File: src/rtl/cli_pkg.sv
package cli_pkg;
  localparam logic [7:0] OP_COLWIN   = 8'h15;
  localparam logic [7:0] OP_ROWWIN   = 8'h75;
  localparam logic [7:0] OP_CONTRAST = 8'h81;
  localparam logic [7:0] OP_ICONCUR  = 8'h92;
  localparam logic [7:0] OP_MUX      = 8'hA8;
  localparam logic [7:0] OP_SLEEP    = 8'hAE;
  localparam logic [7:0] OP_WAKE     = 8'hAF;
  localparam logic [7:0] OP_PHASE    = 8'hB1;
  localparam logic [7:0] OP_GSDEF    = 8'hB7;
  localparam logic [7:0] OP_GSTAB    = 8'hB8;
  localparam logic [7:0] OP_LOCK     = 8'hFD;
  localparam logic [7:0] KEY_UNLOCK  = 8'h12;
  localparam logic [7:0] KEY_LOCK    = 8'h13;

  function automatic logic [7:0] gs_default(int unsigned level);
    return 8'(4 * level);
  endfunction
endpackage

File: src/rtl/cli_len_dec.sv
module cli_len_dec #(
  parameter int unsigned ICON_N    = 64,
  parameter int unsigned GS_LEVELS = 15,
  parameter int unsigned CNT_W     = 7
) (
  input  logic [7:0]       op_i,
  output logic [CNT_W-1:0] len_o
);
  always_comb begin
    unique case (op_i)
      8'h15, 8'h75: len_o = CNT_W'(2);
      8'h92:        len_o = CNT_W'(ICON_N);
      8'hB8:        len_o = CNT_W'(GS_LEVELS);
      8'h81, 8'h82, 8'h90, 8'h91, 8'h93, 8'h94, 8'h95, 8'h96,
      8'hA0, 8'hA1, 8'hA2, 8'hA8, 8'hB1, 8'hB2, 8'hB3,
      8'hBB, 8'hBC, 8'hBE, 8'hFD: len_o = CNT_W'(1);
      default:      len_o = '0;
    endcase
  end
endmodule

File: src/rtl/cli_collect.sv
module cli_collect
  import cli_pkg::*;
#(
  parameter int unsigned ICON_N    = 64,
  parameter int unsigned GS_LEVELS = 15,
  parameter int unsigned CNT_W     = 7
) (
  input  logic             clk_i,
  input  logic             rst_ni,
  input  logic             vld_i,
  input  logic             cmd_i,
  input  logic [7:0]       byte_i,
  output logic             upd_vld_o,
  output logic [7:0]       upd_op_o,
  output logic [7:0]       upd_p0_o,
  output logic [7:0]       upd_p1_o,
  output logic             par_vld_o,
  output logic [7:0]       par_op_o,
  output logic [CNT_W-1:0] par_idx_o,
  output logic [7:0]       par_byte_o,
  output logic             locked_o
);
  logic [CNT_W-1:0] len;
  logic             busy_q, lock_q;
  logic [7:0]       op_q, p0_q, p1_q;
  logic [CNT_W-1:0] need_q, idx_q;

  cli_len_dec #(.ICON_N(ICON_N), .GS_LEVELS(GS_LEVELS), .CNT_W(CNT_W)) u_len (
    .op_i (byte_i),
    .len_o(len)
  );

  always_ff @(posedge clk_i or negedge rst_ni) begin
    if (!rst_ni) begin
      busy_q     <= 1'b0;
      lock_q     <= 1'b0;
      op_q       <= '0;
      p0_q       <= '0;
      p1_q       <= '0;
      need_q     <= '0;
      idx_q      <= '0;
      upd_vld_o  <= 1'b0;
      upd_op_o   <= '0;
      upd_p0_o   <= '0;
      upd_p1_o   <= '0;
      par_vld_o  <= 1'b0;
      par_op_o   <= '0;
      par_idx_o  <= '0;
      par_byte_o <= '0;
    end else begin
      upd_vld_o <= 1'b0;
      par_vld_o <= 1'b0;
      if (vld_i && cmd_i) begin
        // a new opcode always drops any partial command
        if (lock_q && byte_i != OP_LOCK) begin
          busy_q <= 1'b0;
        end else if (len == '0) begin
          busy_q    <= 1'b0;
          upd_vld_o <= 1'b1;
          upd_op_o  <= byte_i;
        end else begin
          busy_q <= 1'b1;
          op_q   <= byte_i;
          need_q <= len;
          idx_q  <= '0;
        end
      end else if (vld_i && busy_q) begin
        par_vld_o  <= 1'b1;
        par_op_o   <= op_q;
        par_idx_o  <= idx_q;
        par_byte_o <= byte_i;
        idx_q      <= idx_q + 1'b1;
        need_q     <= need_q - 1'b1;
        if (idx_q == CNT_W'(0)) p0_q <= byte_i;
        if (idx_q == CNT_W'(1)) p1_q <= byte_i;
        if (need_q == CNT_W'(1)) begin
          busy_q <= 1'b0;
          if (op_q == OP_LOCK) begin
            if (byte_i == KEY_UNLOCK) begin
              lock_q    <= 1'b0;
              upd_vld_o <= 1'b1;
              upd_op_o  <= op_q;
              upd_p0_o  <= byte_i;
            end else if (byte_i == KEY_LOCK && !lock_q) begin
              lock_q    <= 1'b1;
              upd_vld_o <= 1'b1;
              upd_op_o  <= op_q;
              upd_p0_o  <= byte_i;
            end
          end else begin
            upd_vld_o <= 1'b1;
            upd_op_o  <= op_q;
            upd_p0_o  <= (idx_q == CNT_W'(0)) ? byte_i : p0_q;
            upd_p1_o  <= (idx_q == CNT_W'(1)) ? byte_i : p1_q;
          end
        end
      end
    end
  end

  assign locked_o = lock_q;
endmodule

File: src/rtl/cli_regs.sv
module cli_regs
  import cli_pkg::*;
#(
  parameter int unsigned GS_LEVELS    = 15,
  parameter int unsigned GS_W         = 6,
  parameter int unsigned CNT_W        = 7,
  parameter int unsigned MUX_RST      = 127,
  parameter int unsigned PH1_RST      = 3,
  parameter int unsigned PH2_RST      = 5,
  parameter int unsigned CONTRAST_RST = 0,
  localparam int unsigned GS_BITS     = GS_LEVELS * GS_W
) (
  input  logic               clk_i,
  input  logic               rst_ni,
  input  logic               upd_vld_i,
  input  logic [7:0]         upd_op_i,
  input  logic [7:0]         upd_p0_i,
  input  logic [7:0]         upd_p1_i,
  input  logic               par_vld_i,
  input  logic [7:0]         par_op_i,
  input  logic [CNT_W-1:0]   par_idx_i,
  input  logic [7:0]         par_byte_i,
  output logic [7:0]         contrast_o,
  output logic [6:0]         mux_ratio_o,
  output logic [3:0]         ph1_len_o,
  output logic [3:0]         ph2_len_o,
  output logic [1:0]         disp_mode_o,
  output logic               sleep_o,
  output logic [5:0]         col_start_o,
  output logic [5:0]         col_end_o,
  output logic [6:0]         row_start_o,
  output logic [6:0]         row_end_o,
  output logic [GS_BITS-1:0] gs_table_o
);
  logic unused_ok;
  assign unused_ok = ^{upd_p1_i[7], par_byte_i[7:GS_W]};

  always_ff @(posedge clk_i or negedge rst_ni) begin
    if (!rst_ni) begin
      contrast_o  <= 8'(CONTRAST_RST);
      mux_ratio_o <= 7'(MUX_RST);
      ph1_len_o   <= 4'(PH1_RST);
      ph2_len_o   <= 4'(PH2_RST);
      disp_mode_o <= 2'd0;
      sleep_o     <= 1'b1;
      col_start_o <= '0;
      col_end_o   <= '0;
      row_start_o <= '0;
      row_end_o   <= '0;
    end else if (upd_vld_i) begin
      case (upd_op_i)
        OP_COLWIN:   begin col_start_o <= upd_p0_i[5:0]; col_end_o <= upd_p1_i[5:0]; end
        OP_ROWWIN:   begin row_start_o <= upd_p0_i[6:0]; row_end_o <= upd_p1_i[6:0]; end
        OP_CONTRAST: contrast_o <= upd_p0_i;
        OP_MUX:      mux_ratio_o <= upd_p0_i[6:0];
        OP_PHASE:    begin ph1_len_o <= upd_p0_i[3:0]; ph2_len_o <= upd_p0_i[7:4]; end
        8'hA4, 8'hA5, 8'hA6, 8'hA7: disp_mode_o <= upd_op_i[1:0];
        OP_SLEEP:    sleep_o <= 1'b1;
        OP_WAKE:     sleep_o <= 1'b0;
        default: ;
      endcase
    end
  end

  // staged entries commit together when the table command completes
  for (genvar g = 0; g < GS_LEVELS; g++) begin : g_gs
    logic [GS_W-1:0] stage_q, tab_q;
    logic            wr;
    assign wr = par_vld_i && par_op_i == OP_GSTAB && par_idx_i == CNT_W'(g);

    always_ff @(posedge clk_i or negedge rst_ni) begin
      if (!rst_ni) begin
        stage_q <= '0;
        tab_q   <= GS_W'(gs_default(g + 1));
      end else begin
        if (wr) stage_q <= par_byte_i[GS_W-1:0];
        if (upd_vld_i && upd_op_i == OP_GSDEF) tab_q <= GS_W'(gs_default(g + 1));
        else if (upd_vld_i && upd_op_i == OP_GSTAB)
          tab_q <= wr ? par_byte_i[GS_W-1:0] : stage_q;
      end
    end
    assign gs_table_o[g*GS_W +: GS_W] = tab_q;
  end
endmodule

File: src/rtl/cmd_lock_interp.sv
module cmd_lock_interp #(
  parameter int unsigned ICON_N       = 64,
  parameter int unsigned GS_LEVELS    = 15,
  parameter int unsigned GS_W         = 6,
  parameter int unsigned MUX_RST      = 127,
  parameter int unsigned PH1_RST      = 3,
  parameter int unsigned PH2_RST      = 5,
  parameter int unsigned CONTRAST_RST = 0,
  localparam int unsigned CNT_W       = $clog2(ICON_N + 1),
  localparam int unsigned GS_BITS     = GS_LEVELS * GS_W
) (
  input  logic               clk_i,
  input  logic               rst_ni,
  input  logic               vld_i,
  input  logic               cmd_i,
  input  logic [7:0]         byte_i,
  output logic               upd_vld_o,
  output logic [7:0]         upd_op_o,
  output logic               locked_o,
  output logic [7:0]         status_o,
  output logic [7:0]         contrast_o,
  output logic [6:0]         mux_ratio_o,
  output logic [3:0]         ph1_len_o,
  output logic [3:0]         ph2_len_o,
  output logic [1:0]         disp_mode_o,
  output logic               sleep_o,
  output logic [5:0]         col_start_o,
  output logic [5:0]         col_end_o,
  output logic [6:0]         row_start_o,
  output logic [6:0]         row_end_o,
  output logic [GS_BITS-1:0] gs_table_o
);
  logic [7:0]       upd_p0, upd_p1, par_op, par_byte;
  logic             par_vld;
  logic [CNT_W-1:0] par_idx;

  cli_collect #(.ICON_N(ICON_N), .GS_LEVELS(GS_LEVELS), .CNT_W(CNT_W)) u_collect (
    .clk_i     (clk_i),
    .rst_ni    (rst_ni),
    .vld_i     (vld_i),
    .cmd_i     (cmd_i),
    .byte_i    (byte_i),
    .upd_vld_o (upd_vld_o),
    .upd_op_o  (upd_op_o),
    .upd_p0_o  (upd_p0),
    .upd_p1_o  (upd_p1),
    .par_vld_o (par_vld),
    .par_op_o  (par_op),
    .par_idx_o (par_idx),
    .par_byte_o(par_byte),
    .locked_o  (locked_o)
  );

  cli_regs #(
    .GS_LEVELS(GS_LEVELS), .GS_W(GS_W), .CNT_W(CNT_W), .MUX_RST(MUX_RST),
    .PH1_RST(PH1_RST), .PH2_RST(PH2_RST), .CONTRAST_RST(CONTRAST_RST)
  ) u_regs (
    .clk_i      (clk_i),
    .rst_ni     (rst_ni),
    .upd_vld_i  (upd_vld_o),
    .upd_op_i   (upd_op_o),
    .upd_p0_i   (upd_p0),
    .upd_p1_i   (upd_p1),
    .par_vld_i  (par_vld),
    .par_op_i   (par_op),
    .par_idx_i  (par_idx),
    .par_byte_i (par_byte),
    .contrast_o (contrast_o),
    .mux_ratio_o(mux_ratio_o),
    .ph1_len_o  (ph1_len_o),
    .ph2_len_o  (ph2_len_o),
    .disp_mode_o(disp_mode_o),
    .sleep_o    (sleep_o),
    .col_start_o(col_start_o),
    .col_end_o  (col_end_o),
    .row_start_o(row_start_o),
    .row_end_o  (row_end_o),
    .gs_table_o (gs_table_o)
  );

  assign status_o = {1'b0, sleep_o, 6'b0};
endmodule

File: config.mk
export PLATFORM = sky130hd
export DESIGN_NAME = cmd_lock_interp
export DESIGN_NICKNAME = d
export VERILOG_FILES = /design/src/rtl/cli_pkg.sv /design/src/rtl/cli_len_dec.sv /design/src/rtl/cli_collect.sv /design/src/rtl/cli_regs.sv /design/src/rtl/cmd_lock_interp.sv
export SDC_FILE = /design/constraint.sdc
export NUM_CORES = 1
export LEC_CHECK = 0
export CAP_MARGIN = 25
export CORE_ASPECT_RATIO = 0.5
export CORE_MARGIN = 4
export CORE_UTILIZATION = 23
export CTS_BUF_LIST = sky130_fd_sc_hd__clkbuf_16
export CTS_CLUSTER_DIAMETER = 150
export DETAILED_ROUTE_END_ITERATION = 8
export GPL_TIMING_DRIVEN = 0
export HOLD_SLACK_MARGIN = 0.05
export PLACE_DENSITY = 0.48
export SYNTH_ARGS = -nofsm -noshare
export SYNTH_HDL_FRONTEND = slang
export SYNTH_SLANG_ARGS = --single-unit
File: constraint.sdc
create_clock -name clk_i -period 5.41 [get_ports clk_i]
set_clock_uncertainty 0.05 [all_clocks]
set_input_delay 0.8115 -clock clk_i [delete_from_list [all_inputs] [get_ports clk_i]]
set_output_delay 0.8115 -clock clk_i [all_outputs]
set_load 0.005 [all_outputs]
==> results of run 1 <==
## synth_stat cells (2+ instances only)
master,count
o31ai_1,5
nor3b_1,3
ha_1,5
nor2b_1,3
buf_1,3
nand3b_1,6
o22a_1,32
clkbuf_1,46
nor4_1,2
xnor2_1,3
nor3_1,11
or4b_1,2
nor3_2,2
buf_4,8
nand2_1,102
mux2i_1,13
o21ai_0,18
inv_1,7
dfstp_2,44
dfrtp_1,273
nand2b_1,6
mux2_4,6
nand4b_1,4
nor2_1,54
nand3_1,7
a21oi_1,29
a22o_1,60
or3b_2,2
a21o_1,2
buf_2,2
mux2_2,163
or3_1,5
nand4_1,6
a211oi_1,4
or4_1,2
xor2_1,4
a21oi_2,2
## placed cells by master, fill, tap and decap left out, types with 7 or more instances in the layout
cell type and instances:
clkbuf_1 46, nand3_1 7, clkbuf_16 31, dfrtp_1 273
mux2_2 163, dfstp_2 44, a22o_1 60, buf_4 9
a21oi_1 29, conb_1 7, nor3_1 11, clkinv_1 10
o21ai_0 18, mux2i_1 13, inv_1 18, nor2_1 54
nand2_1 102, clkdlybuf4s50_1 161, o22a_1 32
## worst max-delay path by stage
stage | from | to | depth (start not counted)
after global routing | byte_i[1] | u_collect.upd_op_o[5]$_DFFE_PN0P_ | 9
final | byte_i[1] | u_collect.upd_op_o[5]$_DFFE_PN0P_ | 9
after detailed placement | byte_i[1] | u_collect.upd_op_o[0]$_DFFE_PN0P_ | 9
after CTS | byte_i[1] | u_collect.upd_op_o[5]$_DFFE_PN0P_ | 9
after global placement | rst_ni | u_regs.g_gs[0].tab_q[1]$_DFFE_PN0P_ | 1
after floorplan | byte_i[3] | u_collect.upd_op_o[0]$_DFFE_PN0P_ | 8
## metrics by stage
stage | worst slack [ns] | power, mW | area [µm²] | hold WS (ns) | std cells
5_1_grt | 2.02 | 5.70 | 16300 | 0.336 | 1937
6_report | 2.24 | 5.44 | 16300 | 0.253 | 1937
2_1_floorplan | 2.60 | 3.02 | 12700 | 0.387 | 970
3_5_place_dp | 1.62 | 3.39 | 15400 | 0.405 | 1878
3_3_place_gp | -9.73 | 3.36 | 15300 | 0.402 | 1876
4_1_cts | 2.21 | 5.53 | 16300 | 0.292 | 1936
## state kept, by name, summed over array words and instances, names as in the netlist, 6 cells and up
| name | flops |
|---|---|
| u_collect.idx_q | 7 |
| u_collect.need_q | 7 |
| u_collect.op_q | 8 |
| u_collect.p0_q | 8 |
| u_collect.p1_q | 7 |
| u_collect.par_byte_o | 6 |
| u_collect.par_idx_o | 7 |
| u_collect.par_op_o | 8 |
| u_collect.upd_op_o | 8 |
| u_collect.upd_p0_o | 8 |
| u_collect.upd_p1_o | 7 |
| u_regs.col_end_o | 6 |
| u_regs.col_start_o | 6 |
| u_regs.contrast_o | 8 |
| u_regs.g_gs.stage_q | 90 |
| u_regs.g_gs.tab_q | 90 |
| u_regs.mux_ratio_o | 7 |
| u_regs.row_end_o | 7 |
| u_regs.row_start_o | 7 |
## cells by family (layout without fill, tap and decap cells)
| family | count (synthesis) | count (layout) | synth area share, % |
|---|---|---|---|
| AOI/OAI and AO/OA | 158 | 158 | 9.34 |
| buffers and inverters | 68 | 291 | 2.32 |
| other | 1 | 7 | 0.0295 |
| muxes | 182 | 182 | 16.2 |
| adders and majority gates | 5 | 5 | 0.492 |
| and+or+nand+nor | 226 | 226 | 8.37 |
| DFF | 317 | 317 | 62.8 |
| xor gates and xnor gates | 7 | 7 | 0.482 |
## worst max-delay path, cell delays in order
cell and delay [ns]:
clkdlybuf4s50_1 0.56, clkbuf_1 0.48, nand2_1 0.15, nor3b_1 0.18, a31oi_1 0.22, nand4_1 0.28, o21bai_1 0.27, buf_2 0.25
mux2_2 0.36
## where the power goes
group          internal (mW)  switching [mW]
Clock                   1.18           0.928
Combinational          0.269           0.331
Sequential              2.55           0.185
Total                   4.00            1.44
## routing by layer
layer	track usage (%)	up-vias
met1	13.6	4332
met3	2.08	55
li1	-	3834
met2	21.1	141
met5	0	-
met4	2.97	0
## area by class of cell
type	count	area share [%]
buffer	60	1.62
inverter	8	0.184
multi-input combinational	585	27.3
clock buffer	31	4.75
clock inverter	27	1.23
sequential	317	48.9
tap	744	5.70
timing repair buffer	165	10.3
==> results.sh, run 1 <==
export IMPL_vias_per_cell=4.32
export IMPL_r2r_slack_ns=2.30
export IMPL_htreeDepth=1
export IMPL_hold_class="primary input to async pin"
export IMPL_portBuffers=162
export IMPL_maxSlewHeadroom_pct=38.3
export IMPL_p_per_area_nw_per_um2=333
export IMPL_async_reset_ff_share_pct=100
export IMPL_initial_core_util_pct=23.5
export IMPL_clk_pin_slew_ns=0.06
export IMPL_cts_path_max_buffers=3
export IMPL_diodes=0
export IMPL_rows=60
export IMPL_grt_max_degree=118
export IMPL_wirelength_mm=34.7
export IMPL_synth_area_um2=12700
export IMPL_antenna_found_initial=0
export IMPL_reg2regPathDepth=6
export IMPL_wl_per_cell_um=17.9
export IMPL_layout_drive_gt1_share_pct=23.2
export IMPL_worstPathRequired_ns=5.81
export IMPL_synth_avg_cell_area_um2=13.2
export IMPL_grt_usage_pct=11.4
export IMPL_dpl_hpwl_mm=24.7
export IMPL_yosysSeqAreaShare_pct=62.8
export IMPL_dieArea_um2=59400
export IMPL_synth_flop_cell="dfrtp_1"
export IMPL_end_kind="flip-flop"
export IMPL_die_h_um=174
export IMPL_cts_resized=0
export IMPL_route_antenna_remaining_nets=0
export IMPL_highest_signal_layer="met4"
export IMPL_dieWidth_um=341
export IMPL_synth_top_area_share_pct=53.7
export IMPL_routabilityCongestion=0.772
export IMPL_syn_inst=964
export IMPL_setup_viol=0
export IMPL_boundaryPins=172
export IMPL_postCtsSetupBuffers=0
export IMPL_fin_util_pct=30.1
export IMPL_post_route_min_period_ns=3.17
export IMPL_route_met3_wl_mm=1.20
export IMPL_multi_input_area_um2=4460
export IMPL_synth_warnings=0
export IMPL_grt_pass1_vias=8899
export IMPL_rr_startpoint="u_collect.upd_op_o[0]$_DFFE_PN0P_"
export IMPL_dr_total_vias=8362
export IMPL_clock_latency_ns=0.59
export IMPL_fmax_mhz=316
export IMPL_holdBufCountCts=0
export IMPL_numCtsBuffers=31
export IMPL_startpoint_type="primary input"
export IMPL_cp_max_fo=10
export IMPL_dr_wl_met2_mm=18.2
export IMPL_path_class="primary input to flip-flop"
export IMPL_fin_crit_sh_pct=58.5
export IMPL_r2r_end="u_regs.g_gs[6].tab_q[5]$_DFFE_PN0P_"
export IMPL_crit_arrival_ns=3.57
export IMPL_numClockSinks=317
export IMPL_worst_ir_drop_vdd_uv=263
export IMPL_core_area_um2=54200
export IMPL_area_sequential_um2=7990
export IMPL_ys_ff_latch=317
export IMPL_first_pass_iters=5
export IMPL_status="completed"
export IMPL_hold_violations=0
export IMPL_grt_pass1_wl_mm=53.4
export IMPL_netlist_top_cells_area="dfrtp_1 54%, mux2_2 14%, dfstp_2 9.1%"
export IMPL_worst_slew_pin_slew_ns=0.925
export IMPL_overflow=0
export IMPL_rsz0062_at_grt="no"
export IMPL_synth_top_area_cell="dfrtp_1"
export IMPL_nNetsFinal=1185
export IMPL_drt_iter0_markers=471
export IMPL_syn_to_final_growth_pct=28.5
export IMPL_cts_root_buf="clkbuf_16"
export IMPL_cts_tree="yes"
export IMPL_cap_violations=0
export IMPL_leakagePower_nw=7.39
export IMPL_drv_slew=0
export IMPL_drc=0
export IMPL_yosysUniqueCellTypes=55
export IMPL_synth_edf_count=0
export IMPL_drt_met1_wl_mm=14.4
export IMPL_tns_ns=0
export IMPL_nFillCells=5508
No activity file was read; power rests on OpenSTA's default activity.
==> inputs of run 2 (changes only) <==
==> constraint.sdc (replaced) <==
create_clock -name clk_i -period 3 [get_ports clk_i]
set_clock_uncertainty 0.05 [all_clocks]
set_input_delay 0.45 -clock clk_i [delete_from_list [all_inputs] [get_ports clk_i]]
set_output_delay 0.45 -clock clk_i [all_outputs]
set_load 0.005 [all_outputs]
==> run 2 against run 1 <==
- sequential power rose by 80%
- clock-buffer cell count did not move
- non-clock buffer count rose by 1
- largest power group unchanged
- register-to-register slack got worse by 2.1 ns
- worst hold slack improved by 0.15 ns
- highest routed layer unchanged
- first-iteration DRC count fell by 9.6%
==> results.sh, run 2 (synthesis gave the netlist of run 1 again) <==
export IMPL_numClockSinks=317
export IMPL_overflow=0
export IMPL_status="completed"
export IMPL_hold_path_endpoint="u_collect.op_q[3]$_DFFE_PN0P_"
export IMPL_post_route_min_period_ns=2.84
export IMPL_finalPower_mw=9.83
export IMPL_dieArea_um2=59400
export IMPL_fmax_mhz=352
export IMPL_hold_violations=0
export IMPL_multi_input_area_um2=4470
export IMPL_timing_hold_ws_ns=0.401
export IMPL_mostFrequentLayoutCell="dfrtp_1"
export IMPL_leakagePower_nw=7.39
export IMPL_wirelength_mm=34.6
export IMPL_most_common_layout_cells="273 x dfrtp_1, 163 x mux2_2, 161 x clkdlybuf4s50_1"
export IMPL_rr_startpoint="u_collect.par_idx_o[5]$_DFFE_PN0P_"
export IMPL_reg2regPathDepth=6
export IMPL_route_antenna_remaining_nets=0
export IMPL_clk_pin_slew_ns=0.07
export IMPL_hold_start="byte_i[3]"
export IMPL_area_sequential_um2=7990
export IMPL_antenna_found_initial=0
export IMPL_dpl_hpwl_mm=24.7
export IMPL_cp_max_fo=6
export IMPL_cap_violations=0
export IMPL_min_delay_path_depth=2
export IMPL_vias_per_cell=4.30
export IMPL_r2r_slack_ns=0.16
export IMPL_diodes=0
export IMPL_fin_crit_sh_pct=94.7
export IMPL_cts_path_max_buffers=3
export IMPL_drv_slew=0
export IMPL_nNetsFinal=1186
export IMPL_cts_tree="yes"
export IMPL_htreeDepth=1
export IMPL_hold_class="primary input to flip-flop"
export IMPL_initial_core_util_pct=23.5
export IMPL_rows=60
export IMPL_grt_pass1_vias=8909
export IMPL_syn_to_final_growth_pct=28.7
export IMPL_drc=0
export IMPL_rsz0062_at_grt="no"
export IMPL_startpoint_type="flip-flop"
export IMPL_r2r_end="u_regs.g_gs[5].tab_q[0]$_DFFE_PN0P_"
export IMPL_grt_pass1_wl_mm=53.4
export IMPL_end_kind="flip-flop"
export IMPL_routabilityCongestion=0.772
export IMPL_path_class="flip-flop to flip-flop"
export IMPL_p_per_area_nw_per_um2=600
export IMPL_grt_max_degree=118
export IMPL_grt_usage_pct=11.4
export IMPL_tns_ns=0
export IMPL_reg_top3="u_regs.g_gs.stage_q: 90 flops, u_regs.g_gs.tab_q: 90 flops"
export IMPL_dieWidth_um=341
export IMPL_core_area_um2=54200
export IMPL_first_pass_iters=4
export IMPL_numCtsBuffers=31
export IMPL_nFillCells=5509
export IMPL_worstPathRequired_ns=3.42
export IMPL_drt_iter0_markers=426
export IMPL_boundaryPins=172
export IMPL_clock_latency_ns=0.59
export IMPL_portBuffers=162
export IMPL_die_h_um=174
export IMPL_cts_root_buf="clkbuf_16"
export IMPL_wl_per_cell_um=17.9
export IMPL_setup_viol=0
export IMPL_worst_slew_pin_slew_ns=0.926
export IMPL_dr_total_vias=8334
export IMPL_postCtsSetupBuffers=0
export IMPL_crit_arrival_ns=3.27
export IMPL_layout_drive_gt1_share_pct=23.7
export IMPL_maxSlewHeadroom_pct=38.3
export IMPL_worst_ir_drop_vdd_uv=475
==> run 2: cell types whose count changed in the layout (fill, tap and decap cells not counted) <==
cell	delta
dlygate4sd3_1	+1
nor3_4	+1
clkbuf_2	+2
clkbuf_1	-1
buf_1	-1
nor2_1	-4
nor3_2	-1
nor2_2	+4
==> run 2: how the worst max path moves through the flow <==
| stage | slack [ns] | startpoint | cells after the start | to |
|---|---|---|---|---|
| floorplan | 0.55 | byte_i[3] | 8 | u_collect.upd_op_o[0]$_DFFE_PN0P_ |
| global placement | -11.78 | rst_ni | 1 | u_regs.g_gs[0].tab_q[1]$_DFFE_PN0P_ |
| detailed placement | -0.43 | byte_i[1] | 9 | u_collect.upd_op_o[0]$_DFFE_PN0P_ |
| CTS | 0.009 | u_collect.par_idx_o[5]$_DFFE_PN0P_ | 6 | u_regs.g_gs[3].tab_q[3]$_DFFE_PN0P_ |
| global route | 0.03 | u_collect.upd_op_o[0]$_DFFE_PN0P_ | 6 | u_regs.g_gs[12].tab_q[0]$_DFFE_PN0P_ |
| finish | 0.16 | u_collect.par_idx_o[5]$_DFFE_PN0P_ | 6 | u_regs.g_gs[5].tab_q[0]$_DFFE_PN0P_ |
==> run 2: cell type report <==
| cell class | instances | area share, % |
|---|---|---|
| well taps | 744 | 5.69 |
| clock buffers | 31 | 4.74 |
| plain buffers | 60 | 1.64 |
| inverters | 8 | 0.183 |
| flip-flops and latches | 317 | 48.8 |
| repair buffers | 166 | 10.4 |
| multi-input cells | 585 | 27.3 |
| clock inverters | 27 | 1.22 |
==> run 2: metal layers <==
metal / wire, µm / global-route usage [%] / up-vias
li1: - / - / 3844
met1: 14400 / 13.6 / 4311
met2: 18300 / 21.1 / 122
met3: 1070 / 2.08 / 57
met4: 868 / 2.97 / 0
met5: 0 / 0 / -
==> run 2: stage by stage <==
step	worst slack, ns	utilization (%)	cells	cell area [µm²]
after floorplan	0.551	-	970	12700
after global placement	-11.78	28.2	1876	15300
after detailed placement	-0.431	28.3	1878	15400
after CTS	0.00928	30.2	1937	16300
after global routing	0.0342	30.2	1938	16400
final	0.159	30.2	1938	16400
==> run 2: worst max-delay path, cell delays in order (launching register included) <==
cell and delay [ns]:
dfrtp_1 0.37, or4b_1 0.54, nor3_2 0.37, nand3b_1 0.20, nor2_1 0.55, mux2_2 0.43
a22o_1 0.22
==> run 2: report_power, final <==
group | total (mW) | internal (mW) | switching (mW) | leakage, nW
combinational | 1.08 | 0.485 | 0.599 | 2.67
sequential | 4.93 | 4.60 | 0.332 | 4.21
clock | 3.81 | 2.13 | 1.68 | 0.519
total | 9.83 | 7.21 | 2.61 | 7.39
==> run 2: timing repair <==
action                                  in CTS  in global routing
hold buffers                                 1                  0
endpoints found under the setup margin      20                 38
hold endpoints to repair                   108                  0
gates resized for setup                      1                  7
